===== src/rtl/cfgp_pkg.sv =====
package cfgp_pkg;

    parameter int unsigned WORD_W = 32;
    localparam int unsigned HALF_W = WORD_W / 2;

    localparam logic [1:0] RESP_OKAY   = 2'b00;
    localparam logic [1:0] RESP_SLVERR = 2'b10;

    typedef logic [WORD_W-1:0] word_t;

    typedef enum logic {
        MODE_FULL    = 1'b0,
        MODE_PARTIAL = 1'b1
    } cfg_mode_e;

    // one buffered image word together with the mode captured at acceptance
    typedef struct packed {
        cfg_mode_e mode;
        word_t     data;
    } slot_t;

    // one downstream beat
    typedef struct packed {
        logic  narrow;
        word_t data;
    } beat_t;

    // build the beat for a slot; upper selects the second half in partial mode
    function automatic beat_t make_beat(slot_t s, logic upper);
        beat_t b;
        if (s.mode == MODE_PARTIAL) begin
            b.narrow = 1'b1;
            b.data   = '0;
            b.data[HALF_W-1:0] = upper ? s.data[WORD_W-1:HALF_W] : s.data[HALF_W-1:0];
        end else begin
            b.narrow = 1'b0;
            b.data   = s.data;
        end
        return b;
    endfunction

endpackage


===== src/rtl/cfgp_wr_slot.sv =====
module cfgp_wr_slot
    import cfgp_pkg::*;
(
    input  logic        clk,
    input  logic        rst,
    input  logic        awvalid,
    input  logic        wvalid,
    input  word_t       wdata,
    input  logic        mode_sel,
    input  logic        bready,
    input  logic        slot_release,
    output logic        awready,
    output logic        wready,
    output logic        bvalid,
    output logic [1:0]  bresp,
    output logic        slot_full,
    output slot_t       slot
);

    logic  full_q;
    logic  bvalid_q;
    slot_t slot_q;
    logic  take;

    // accept only into an empty slot with no response outstanding
    assign take    = awvalid && wvalid && !full_q && !bvalid_q;
    assign awready = take;
    assign wready  = take;

    always_ff @(posedge clk) begin
        if (rst) begin
            full_q   <= 1'b0;
            slot_q   <= '0;
            bvalid_q <= 1'b0;
        end else begin
            if (take) begin
                slot_q.data <= wdata;
                slot_q.mode <= mode_sel ? MODE_PARTIAL : MODE_FULL;
                full_q      <= 1'b1;
            end else if (slot_release) begin
                full_q      <= 1'b0;
            end

            if (take) begin
                bvalid_q <= 1'b1;
            end else if (bready) begin
                bvalid_q <= 1'b0;
            end
        end
    end

    assign bvalid    = bvalid_q;
    assign bresp     = RESP_OKAY;
    assign slot_full = full_q;
    assign slot      = slot_q;

endmodule


===== src/rtl/cfgp_rd_reject.sv =====
module cfgp_rd_reject
    import cfgp_pkg::*;
(
    input  logic        clk,
    input  logic        rst,
    input  logic        arvalid,
    input  logic        rready,
    output logic        arready,
    output logic        rvalid,
    output word_t       rdata,
    output logic [1:0]  rresp
);

    logic rvalid_q;

    assign arready = !rvalid_q;

    always_ff @(posedge clk) begin
        if (rst) begin
            rvalid_q <= 1'b0;
        end else if (arvalid && !rvalid_q) begin
            rvalid_q <= 1'b1;
        end else if (rready) begin
            rvalid_q <= 1'b0;
        end
    end

    assign rvalid = rvalid_q;
    assign rdata  = '0;
    assign rresp  = RESP_SLVERR;

endmodule


===== src/rtl/cfgp_beat_out.sv =====
module cfgp_beat_out
    import cfgp_pkg::*;
(
    input  logic   clk,
    input  logic   rst,
    input  logic   slot_full,
    input  slot_t  slot,
    input  logic   tgt_cfg_phase,
    input  logic   tgt_pr_ready,
    input  logic   m_ready,
    output logic   m_valid,
    output word_t  m_data,
    output logic   m_narrow,
    output logic   slot_release
);

    beat_t out_q;
    logic  valid_q;
    logic  upper_q;
    logic  gate;
    logic  load;
    logic  fire;

    // readiness condition depends on the mode stored with the word
    assign gate = (slot.mode == MODE_PARTIAL) ? tgt_pr_ready : tgt_cfg_phase;
    assign load = slot_full && !valid_q && gate;
    assign fire = valid_q && m_ready;

    // word is finished after the full beat or after the upper half
    assign slot_release = fire && (!out_q.narrow || upper_q);

    always_ff @(posedge clk) begin
        if (rst) begin
            out_q   <= '0;
            valid_q <= 1'b0;
            upper_q <= 1'b0;
        end else if (load) begin
            out_q   <= make_beat(slot, upper_q);
            valid_q <= 1'b1;
        end else if (fire) begin
            valid_q <= 1'b0;
            upper_q <= out_q.narrow && !upper_q;
        end
    end

    assign m_valid  = valid_q;
    assign m_data   = out_q.data;
    assign m_narrow = out_q.narrow;

endmodule


===== src/rtl/cfg_data_port.sv =====
module cfg_data_port
    import cfgp_pkg::*;
(
    input  logic               clk,
    input  logic               rst,
    input  logic               s_awvalid,
    output logic               s_awready,
    input  logic               s_wvalid,
    output logic               s_wready,
    input  logic [WORD_W-1:0]  s_wdata,
    output logic               s_bvalid,
    input  logic               s_bready,
    output logic [1:0]         s_bresp,
    input  logic               s_arvalid,
    output logic               s_arready,
    output logic               s_rvalid,
    input  logic               s_rready,
    output logic [WORD_W-1:0]  s_rdata,
    output logic [1:0]         s_rresp,
    input  logic               mode_partial,
    input  logic               tgt_cfg_phase,
    input  logic               tgt_pr_ready,
    output logic               m_valid,
    input  logic               m_ready,
    output logic [WORD_W-1:0]  m_data,
    output logic               m_narrow
);

    logic  slot_full;
    logic  slot_release;
    slot_t slot;

    cfgp_wr_slot u_wr (
        .clk          (clk),
        .rst          (rst),
        .awvalid      (s_awvalid),
        .wvalid       (s_wvalid),
        .wdata        (s_wdata),
        .mode_sel     (mode_partial),
        .bready       (s_bready),
        .slot_release (slot_release),
        .awready      (s_awready),
        .wready       (s_wready),
        .bvalid       (s_bvalid),
        .bresp        (s_bresp),
        .slot_full    (slot_full),
        .slot         (slot)
    );

    cfgp_rd_reject u_rd (
        .clk     (clk),
        .rst     (rst),
        .arvalid (s_arvalid),
        .rready  (s_rready),
        .arready (s_arready),
        .rvalid  (s_rvalid),
        .rdata   (s_rdata),
        .rresp   (s_rresp)
    );

    cfgp_beat_out u_out (
        .clk           (clk),
        .rst           (rst),
        .slot_full     (slot_full),
        .slot          (slot),
        .tgt_cfg_phase (tgt_cfg_phase),
        .tgt_pr_ready  (tgt_pr_ready),
        .m_ready       (m_ready),
        .m_valid       (m_valid),
        .m_data        (m_data),
        .m_narrow      (m_narrow),
        .slot_release  (slot_release)
    );

endmodule


===== config.mk =====
export PLATFORM = sky130hd
export DESIGN_NAME = cfg_data_port
export DESIGN_NICKNAME = d
export VERILOG_FILES = /design/src/rtl/cfgp_pkg.sv /design/src/rtl/cfgp_wr_slot.sv /design/src/rtl/cfgp_rd_reject.sv /design/src/rtl/cfgp_beat_out.sv /design/src/rtl/cfg_data_port.sv
export SDC_FILE = /design/constraint.sdc
export NUM_CORES = 1
export LEC_CHECK = 0
export BUFFER_PORTS_ARGS = -buffer_cell sky130_fd_sc_hd__buf_2
export CORE_ASPECT_RATIO = 0.75
export CORE_MARGIN = 2
export CORE_UTILIZATION = 46
export CTS_CLUSTER_SIZE = 8
export DETAILED_ROUTE_END_ITERATION = 7
export GPL_TIMING_DRIVEN = 0
export HOLD_SLACK_MARGIN = 0.15
export PLACE_DENSITY = 0.76
export REMOVE_ABC_BUFFERS = 1
export SETUP_SLACK_MARGIN = 0.15
export SKIP_CTS_REPAIR_TIMING = 1
export SLEW_MARGIN = 20
export SYNTH_ARGS = -nofsm -noshare
export SYNTH_HDL_FRONTEND = slang
export SYNTH_HIERARCHICAL = 1
export SYNTH_SLANG_ARGS = --single-unit

===== constraint.sdc =====
create_clock -name clk -period 1.3 [get_ports clk]
set_input_delay 0.13 -clock clk [delete_from_list [all_inputs] [get_ports clk]]
set_output_delay 0.13 -clock clk [all_outputs]
set_load 0.01 [all_outputs]

== Word level (Yosys, flattened, before mapping) ==
Index checks and enable logic that the tools add are counted.

* Reduce and logical (&&, ||, !) cells: 21
* Multiplexer cells: 12
* Bitwise operators: 1

{| class="wikitable"
|+ Operators with widths
! kind !! number
|-
| $mux 33 || 1
|-
| $mux 16 || 1
|-
| $mux 1 || 10
|-
| $logic_and 1x1->1 || 9
|-
| $reduce_bool 2->1 || 4
|-
| $logic_not 1->1 || 6
|-
| $reduce_and 2->1 || 1
|-
| $logic_or 1x1->1 || 1
|-
| $not 1->1 || 1
|}

* Bits in registers: 71
* Output and inout bits: 75
* Word-level logic and storage cells: 43
* Bits of input ports: 43

== Logic depth before layout (Yosys ltp) ==
Gate-level depths: netlist of the first run.

* Word-level depth: 5
* Gate-level depth with buffers: 5
* Depth with buffers taken out: 4

== Modules after synthesis ==
The synthesis of the first run kept the hierarchy.

{| class="wikitable"
|+ Modules (own cells, without submodules)
! module !! instances !! area each (um^2) !! sequential area each (um^2) !! cells each
|-
| cfgp_beat_out || 1 || 1691.6 || 700.7 || 166
|-
| cfgp_wr_slot || 1 || 1627.8 || 700.7 || 154
|-
| cfgp_rd_reject || 1 || 297.8 || 20.0 || 40
|}

== Worst setup path after synthesis of the first run ==
Ideal clock, no wire load.

* Path kind: register -> register
* Start: register u_wr.slot_q, in the netlist u_wr/slot[32]
* End: register u_out.out_q, in the netlist u_out/m_data[10]
* Cell stages (with the launch flop): 5
* Clock period less this slack: 1.298 ns
* Buffers on the path: 1
* Library setup time: 0.081 ns
* Data required time: 1.219 ns
* Data arrival time: 1.217 ns
* Path slack: 0.002 ns
* Path through: dfxtp_1 > mux2i_4 > nor2_8 > buf_12 > a211oi_2

* Longest elaborated chain between the ends: 2
* Elaborated cells between the ends (all ways): 3
* Those cells by class: mux: 2; reduce/logical: 1

{| class="wikitable"
|+ Ends and longest elaborated chain
! element !! line !! source
|-
| start, declared || cfgp_wr_slot.sv:22 || <nowiki>slot_t slot_q;</nowiki>
|-
| $mux 1 || cfgp_beat_out.sv:25 || <nowiki>assign gate = (slot.mode == MODE_PARTIAL) ? tgt_pr_ready : tgt_cfg_phase;</nowiki>
|-
| $logic_and 1x1->1 || cfgp_beat_out.sv:26 || <nowiki>assign load = slot_full && !valid_q && gate;</nowiki>
|-
| end signal, assigned || cfgp_beat_out.sv:38 || <nowiki>out_q <= make_beat(slot, upper_q);</nowiki>
|-
| end, declared || cfgp_beat_out.sv:17 || <nowiki>beat_t out_q;</nowiki>
|}

Parallel ways exist; a longest one is shown, timed or not.
A chain may end at the register's enable or synchronous reset.

== Worst setup path in the final report of the first run ==
* Start: register u_wr.slot_q, in the netlist u_wr/slot[32]
* End: register u_out.out_q, in the netlist u_out/m_data[9]

The elaborated chain is that of the path after synthesis.

==> impl_metrics.env, run 1 <==
export IMPL_r2r_start="u_wr/slot[32]"
export IMPL_max_freq_mhz=751
export IMPL_drcViolationCount=0
export IMPL_grt_use_total_pct=18.5
export IMPL_routed_via_density=5.07
export IMPL_cp_start_kind="flop"
export IMPL_ys_types=27
export IMPL_coreArea_um2=7470
export IMPL_netlist_area_um2=3620
export IMPL_finClkSkew_ns=0.00838
export IMPL_areaGrowthSynthToFinish_pct=37.2
export IMPL_vias=3020
export IMPL_cp_arrival_ns=1.60
export IMPL_hpwl_um=4910
export IMPL_p_leak_uw=0.00213
export IMPL_antenna_left=0
export IMPL_clk_latency_ns=0.35
export IMPL_wl_per_cell_um=17.1
export IMPL_maxCapViolations=0
export IMPL_yosysWarnings=6
export IMPL_cts_root_buf="clkbuf_8"
export IMPL_num_rows=27
export IMPL_fin_nets=533
export IMPL_grt_remaining_overflow=0
export IMPL_swShare_pct=28.0
export IMPL_syn_inst=360
export IMPL_setup_viol=12
export IMPL_final_area_um2=4960
export IMPL_yosys_area_top_type="dfxtp_1"
export IMPL_synth_edff_count=0
export IMPL_cts_buffers=9
export IMPL_start_util_pct=48.4
export IMPL_cts_sinks=71
export IMPL_final_cell_mix="buf_2 (78), nand2b_1 (67), dfxtp_1 (66)"
export IMPL_first_pass_iters=6
export IMPL_status="finished, violations left"
export IMPL_cts_max_level=3
export IMPL_p_int_uw=3690
export IMPL_drive_gt1_share_pct=34.7
export IMPL_cp_required_ns=1.57
export IMPL_totalPowerFinal_uw=5120
export IMPL_seq_area_frac_synth_pct=39.3
export IMPL_worst_slack_ns=-0.0312
export IMPL_comb_power_share_pct=19.1
export IMPL_worstPathMaxFanout=8
export IMPL_rsz0062_at_grt="true"
export IMPL_ios=118
export IMPL_cts_tree="done"
export IMPL_seq_power_share_pct=45.7
export IMPL_place_ws_ns=-0.976
export IMPL_grt_pass1_vias=2396
export IMPL_end_kind="flop"
export IMPL_grt_max_degree=85
export IMPL_n_antenna_cell=0
export IMPL_wl_um=10200
export IMPL_drtIter0Drc=136
export IMPL_avgSynthCellArea_um2=10.0
export IMPL_p_clk_share_pct=35.1
export IMPL_clkTransAtPathRegs_ns=0.08
export IMPL_maxSlewViolCount=0
export IMPL_place_gp_congestion=0.735
export IMPL_period_share_pct=102
export IMPL_violations="negative setup slack"
export IMPL_grt_pass1_wl_um=12400
export IMPL_hp_class="input pin to flop"
export IMPL_netSwitchingPower_uw=1430
export IMPL_setup_worst_path_class="flop to flop"
export IMPL_grt_antenna_before_repair=0
export IMPL_ctsLongestPathBuffers=2
export IMPL_cp_startpoint="u_wr/slot[32]"
export IMPL_die_area_um2=8600
export IMPL_setup_tns_ns=-0.208
export IMPL_synth_ff_type="dfxtp_1"
export IMPL_layout_commonest_cell="buf_2"
export IMPL_postSynthRegisterBits=71
export IMPL_async_flop_share_pct=0
export IMPL_chipHeight_um=80.8
export IMPL_die_w_um=106
export IMPL_synth_top_area_share_pct=39.3
export IMPL_portBuffers=81
export IMPL_ys_top_cells_by_area="dfxtp_1 (39%), mux2i_1 (14%), nand2b_1 (12%)"
export IMPL_finalCriticalPeriod_ns=1.33
export IMPL_power_density_nw_per_um2=1030
export IMPL_placed_area_um2=3850
export IMPL_peakVddDrop_mv=0.599
export IMPL_min_delay_start="s_awvalid"
export IMPL_hold_viol_final=0
==> power groups by stage <==
| stage | combinational, µW | sequential, µW | clock (µW) |
|---|---|---|---|
| after global routing | 1040 | 2350 | 1910 |
| final | 979 | 2340 | 1800 |
| after global placement | 590 | 2390 | 0 |
| after floorplan | 359 | 2390 | 0 |
| after detailed placement | 633 | 2390 | 0 |
| after CTS | 634 | 2340 | 1820 |
==> metrics by stage <==
stage / hold slack [ns] / utilization (%) / std cells
6_report: 0.175 / 66.5 / 596
5_1_grt: 0.166 / 66.5 / 596
4_1_cts: -0.0512 / 54.2 / 529
2_1_floorplan: 0.195 / - / 329
3_5_place_dp: 0.319 / 51.5 / 513
3_3_place_gp: 0.318 / 50.7 / 511
==> worst max-delay path: stages, from the launching register on <==
cell	delay [ns]
dfxtp_4	0.43
mux2i_4	0.27
buf_12	0.16
nor2_8	0.05
clkbuf_16	0.18
a211oi_2	0.16
==> layer usage <==
| layer | track usage, % | vias up | share of wire (%) |
|---|---|---|---|
| met4 | 4.61 | 0 | 0.71 |
| met2 | 29.0 | 124 | 48 |
| met1 | 25.4 | 1449 | 45 |
| li1 | - | 1437 | - |
| met3 | 5.38 | 10 | 6.6 |
| met5 | 0 | - | 0 |
==> flip-flops by register name, summed over array words and instances, names as in the netlist <==
name and flops:
u_wr/slot 33, u_out/m_data 32, u_out/m_narrow 1, u_out/m_valid 1, u_out/upper_q 1, u_rd/rvalid 1
u_wr/bvalid 1, u_wr/slot_full 1
==> worst paths after layout <==
check                                         to  slack, ns  cells past startpoint
worst max-delay path             u_out/m_data[9]      -0.03                      5
worst min-delay path                 u_wr/bvalid       0.18                      3
worst max register to register   u_out/m_data[9]      -0.03                      5
worst min register to register  u_out/m_data[28]       0.48                      2
==> cell usage after synthesis, types with 5 or more instances <==
cell and number:
a21oi_1 36, nand4b_1 16, a211oi_2 10, buf_4 40, o21ai_0 6, dfxtp_1 71
nand2b_1 68, mux2i_1 50, a211oi_1 7, o21ai_1 10, nor2_1 5, clkbuf_1 12
==> logic make-up (layout without fill, tap and decap cells) <==
logic type             count (synthesis)  count (layout)  share of synthesized area, %
flip-flops                            71              71                          39.3
AND/OR/NAND/NOR                       98              99                          19.0
AO/OA/AOI/OAI                         70              70                          12.4
other                                  3              36                         0.311
buffers and inverters                 66             166                          14.1
multiplexers                          52              53                          14.9
==> final cells by class <==
| class | count | area (µm²) |
|---|---|---|
| fill | 552 | 2500 |
| multi-input combinational | 258 | 1950 |
| sequential | 71 | 1430 |
| timing repair buffer | 145 | 1170 |
| clock buffer | 11 | 141 |
| tap | 101 | 126 |
| timing repair inverter | 3 | 62.6 |
| clock inverter | 5 | 57.6 |
| inverter | 2 | 20.0 |
Note: power is estimated with default switching activity, not from simulation.
==> run 2: changes to the inputs <==
- ABC_CLOCK_PERIOD_IN_PS: default -> 1400
- CORE_UTILIZATION: 46 -> 50
- PLACE_DENSITY: 0.76 -> 0.79
- clock period: 1.3 -> 1.4 ns (I/O delays scaled with it)
==> impl_metrics.env, run 2 (same netlist as run 1, synthesis figures left out) <==
export IMPL_clkTransAtPathRegs_ns=0.07
export IMPL_final_area_um2=4740
export IMPL_grt_pass1_wl_um=11500
export IMPL_finalCriticalPeriod_ns=1.30
export IMPL_wl_um=8790
export IMPL_die_w_um=102
export IMPL_cp_top_family="flip-flops"
export IMPL_grt_max_degree=54
export IMPL_setup_worst_path_class="flop to flop"
export IMPL_ios=118
export IMPL_grt_antenna_before_repair=0
export IMPL_antenna_left=0
export IMPL_fill_cells=535
export IMPL_final_util_pct=68.8
export IMPL_path_cells="mux2i_4 > buf_12 > nor2_8 > buf_8 > a211oi_2"
export IMPL_first_pass_iters=4
export IMPL_cp_slowest_cell="dfxtp_4"
export IMPL_grt_remaining_overflow=0
export IMPL_power_density_nw_per_um2=1030
export IMPL_cp_arrival_ns=1.57
export IMPL_ctsLongestPathBuffers=2
export IMPL_layout_commonest_cell="buf_2"
export IMPL_drtIter0Drc=100
export IMPL_cp_required_ns=1.67
export IMPL_holdPathStages=4
export IMPL_cts_tree="done"
export IMPL_drcViolationCount=0
export IMPL_hold_viol_final=0
export IMPL_num_rows=26
export IMPL_worstPathMaxFanout=6
export IMPL_cp_depth=5
export IMPL_hpwl_um=4910
export IMPL_status="finished, final reports clean"
export IMPL_cts_buffers=9
export IMPL_portBuffers=81
export IMPL_largest_reg_flops=33
export IMPL_routed_via_density=4.93
export IMPL_period_share_pct=93.0
export IMPL_max_freq_mhz=768
export IMPL_maxSlewViolCount=0
export IMPL_n_antenna_cell=0
export IMPL_rsz0062_at_grt="true"
export IMPL_cts_root_buf="clkbuf_8"
export IMPL_placed_area_um2=3820
export IMPL_hp_class="input pin to flop"
export IMPL_p_leak_uw=0.00204
export IMPL_path_buf_inv=2
export IMPL_slew_headroom_pct=65.9
export IMPL_die_area_um2=7940
export IMPL_setup_tns_ns=0
export IMPL_areaGrowthSynthToFinish_pct=31.1
export IMPL_drive_gt1_share_pct=31.6
export IMPL_chipHeight_um=77.7
export IMPL_wl_per_cell_um=15.1
export IMPL_grt_pass1_vias=2320
export IMPL_clk_latency_ns=0.34
export IMPL_vias=2870
export IMPL_peakVddDrop_mv=0.654
export IMPL_final_cell_mix="buf_2 (78), dfxtp_1 (68), nand2b_1 (67)"
export IMPL_worstMarginPinSlew_ns=0.511
export IMPL_end_kind="flop"
export IMPL_place_gp_congestion=0.735
export IMPL_cts_max_level=3
export IMPL_maxCapViolations=0
export IMPL_grt_use_total_pct=18.9
export IMPL_coreArea_um2=6900
export IMPL_critPathMaxStageDelay_ns=0.40
export IMPL_reg2reg_depth=5
export IMPL_totalPowerFinal_uw=4910
export IMPL_fin_nets=522
export IMPL_setup_viol=0
export IMPL_cp_start_kind="flop"
export IMPL_finClkSkew_ns=0.00777
export IMPL_cts_sinks=71
export IMPL_start_util_pct=52.4
==> run 2: cell types whose count changed in the layout (fill, tap and decap cells not counted), moves of 2 or more <==
| cell | change |
|---|---|
| clkinvlp_4 | -3 |
| o21ai_1 | +6 |
| a21oi_1 | +4 |
| bufinv_16 | +2 |
| o21ai_2 | -6 |
| a21oi_2 | -4 |
| dfxtp_1 | +2 |
| clkbuf_16 | -2 |
| dlygate4sd3_1 | -2 |
==> run 2: worst register-to-register path: stages (launching register included) <==
cell and delay, ns:
dfxtp_4 0.40, mux2i_4 0.28, buf_12 0.16, nor2_8 0.04, buf_8 0.14, a211oi_2 0.20
==> run 2: report_power, final <==
group          leakage [µW]  switching [µW]  internal (µW)
clock              0.000120             755           1180
combinational       0.00134             406            394
sequential         0.000579            63.5           2110
total               0.00204            1220           3680
==> run 2: path summary, 6_finish.rpt <==
path | startpoint | slack [ns] | end
hold / removal | m_ready | 0.13 | u_out/m_valid
hold reg to reg | u_out/m_data[21] | 0.47 | u_out/m_data[21]
setup / recovery | u_wr/slot[32] | 0.1 | u_out/m_data[12]
setup reg to reg | u_wr/slot[32] | 0.1 | u_out/m_data[12]
==> run 2: cell type report <==
class | count | area, µm² | area share (%)
clock inverters | 6 | 109 | 2.29
flip-flops and latches | 71 | 1430 | 30.1
multi-input cells | 256 | 1890 | 39.8
repair inverters | 1 | 16.3 | 0.343
repair buffers | 138 | 1030 | 21.8
clock buffers | 10 | 128 | 2.69
well taps | 98 | 123 | 2.59
inverters | 2 | 20.0 | 0.422
==> run 2: layer usage <==
layer,share of wire [%],wire (µm),GRT usage (%)
met4,1.1,96,4.93
met1,45,3920,24.5
met3,6.7,589,6.40
met2,48,4190,30.3
met5,0,0,0
==> run 2: stage by stage <==
step | std cells | setup WS (ns) | hold slack [ns]
finish | 582 | 0.0976 | 0.126
global route | 582 | 0.0328 | 0.150
CTS | 526 | -0.881 | -0.0221
detailed placement | 510 | -0.846 | 0.351
global placement | 508 | -1.50 | 0.327
floorplan | 329 | -0.739 | 0.205
==> run 3: changes to the inputs <==
- BUFFER_PORTS_ARGS: -buffer_cell sky130_fd_sc_hd__buf_2 -> default
- DONT_BUFFER_PORTS: default -> 1
- GPL_TIMING_DRIVEN: 0 -> default
- MAX_ROUTING_LAYER: default -> met4
- PLACE_DENSITY: 0.79 -> default
==> impl_metrics.env, run 3 (same netlist as run 1, synthesis figures left out) <==
export IMPL_fin_nets=507
export IMPL_critPathMaxStageDelay_ns=0.37
export IMPL_worstPathMaxFanout=7
export IMPL_period_share_pct=97.1
export IMPL_place_gp_congestion=0.710
export IMPL_vias=2878
export IMPL_path_buf_inv=1
export IMPL_rsz0062_at_grt="true"
export IMPL_reg2reg_to="u_wr/slot[12]"
export IMPL_place_inst=436
export IMPL_cp_start_kind="flop"
export IMPL_antenna_left=0
export IMPL_chipHeight_um=77.7
export IMPL_final_cell_mix="dlygate4sd3_1 (96), nand2b_1 (67), dfxtp_1 (66)"
export IMPL_hold_viol_final=38
export IMPL_die_area_um2=7940
export IMPL_grt_use_total_pct=18.9
export IMPL_max_freq_mhz=735
export IMPL_path_cells="nand4bb_4 > clkinv_8"
export IMPL_drive_gt1_share_pct=16.7
export IMPL_setup_worst_path_class="flop to output port"
export IMPL_violations="negative hold slack"
export IMPL_whs_ns=-0.133
export IMPL_layout_commonest_cell="dlygate4sd3_1"
export IMPL_hp_class="input pin to flop"
export IMPL_num_rows=26
export IMPL_final_util_pct=71.1
export IMPL_grt_antenna_before_repair=0
export IMPL_cts_max_level=3
export IMPL_cp_top_family="simple AND/OR/NAND/NOR gates"
export IMPL_finClkSkew_ns=0.00776
export IMPL_cts_sinks=71
export IMPL_n_antenna_cell=0
export IMPL_place_ws_ns=0.0630
export IMPL_cp_required_ns=1.26
export IMPL_instances_no_fill=566
export IMPL_cp_slowest_cell="nand4bb_4"
export IMPL_holdPathEnd="u_out/m_data[15]"
export IMPL_ios=118
export IMPL_wl_per_cell_um=16.9
export IMPL_setup_viol=0
export IMPL_first_pass_iters=4
export IMPL_routed_via_density=5.08
export IMPL_p_leak_uw=0.00180
export IMPL_die_w_um=102
export IMPL_finalCriticalPeriod_ns=1.36
export IMPL_cts_root_buf="clkbuf_8"
export IMPL_end_kind="output port"
export IMPL_start_util_pct=52.4
export IMPL_r2r_slack_ns=0.05
export IMPL_clkTransAtPathRegs_ns=0.07
export IMPL_hpwl_um=4490
export IMPL_maxSlewViolCount=0
export IMPL_holdPathStages=1
export IMPL_portBuffers=0
export IMPL_grt_pass1_vias=2140
export IMPL_reg2reg_depth=4
export IMPL_worst_slack_ns=0.0404
export IMPL_cts_tree="done"
export IMPL_ctsLongestPathBuffers=2
export IMPL_cts_buffers=9
export IMPL_cp_arrival_ns=1.22
export IMPL_grt_pass1_wl_um=11200
export IMPL_status="finished, violations left"
export IMPL_r2r_start="u_wr/bvalid"
export IMPL_areaGrowthSynthToFinish_pct=35.6
export IMPL_coreArea_um2=6900
export IMPL_min_delay_start="rst"
export IMPL_drcViolationCount=0
export IMPL_grt_max_degree=105
export IMPL_clk_latency_ns=0.34
export IMPL_largest_reg_flops=33
export IMPL_maxCapViolations=0
export IMPL_drtIter0Drc=151
export IMPL_grt_remaining_overflow=0
export IMPL_peakVddDrop_mv=0.535
export IMPL_power_density_nw_per_um2=892
export IMPL_wl_um=9570
## run 3: changes by cell type in the layout (fill, tap and decap cells not counted), moves of 4 or more
cell           before  now
dlygate4sd3_1      36   96
a211oi_2           16   12
buf_2              78    1
a211oi_1            1    5
o21ai_1            11    5
o21ai_2             3    8
## run 3: area by class of cell
cell class                      instances  area [µm²]
Fill cell                             556        1990
Multi-Input combinational cell        259        1910
Sequential cell                        71        1430
Timing Repair Buffer                  117        1210
Clock buffer                           11         141
Tap cell                               98         123
Timing Repair inverter                  4        50.0
Clock inverter                          4        22.5
Inverter                                2        20.0
## run 3: worst max path at each step
stage,startpoint,to,slack (ns),cells past startpoint
finish,u_wr/bvalid,s_wready,0.04,2
global route,u_wr/bvalid,s_wready,-0.003,2
CTS,u_wr/bvalid,s_awready,0.007,2
detailed placement,u_wr/slot[32],u_out/m_data[19],0.06,4
global placement,u_wr/slot[32],u_out/m_data[19],0.13,4
floorplan,u_out/m_valid,u_out/m_narrow,-0.74,3
## run 3: metrics by stage
step                      area [µm²]  total power [µW]  setup TNS (ns)
after floorplan                 3250              2550          -18.78
after global placement          3460              2660               0
after detailed placement        3460              2660               0
after CTS                       3620              4070               0
after global routing            4900              4570        -0.00695
final                           4900              4370               0
## run 3: power by group
| part | total [µW] | switching [µW] | internal [µW] |
|---|---|---|---|
| Sequential | 2190 | 85.3 | 2110 |
| Clock | 1420 | 745 | 673 |
| Combinational | 764 | 348 | 415 |
## run 3: metal layers
metal / part of all wire, % / global-route usage, %
met5: 0 / -
met4: 0.67 / 5.60
met3: 9.4 / 8.38
met2: 46 / 25.8
met1: 44 / 25.3
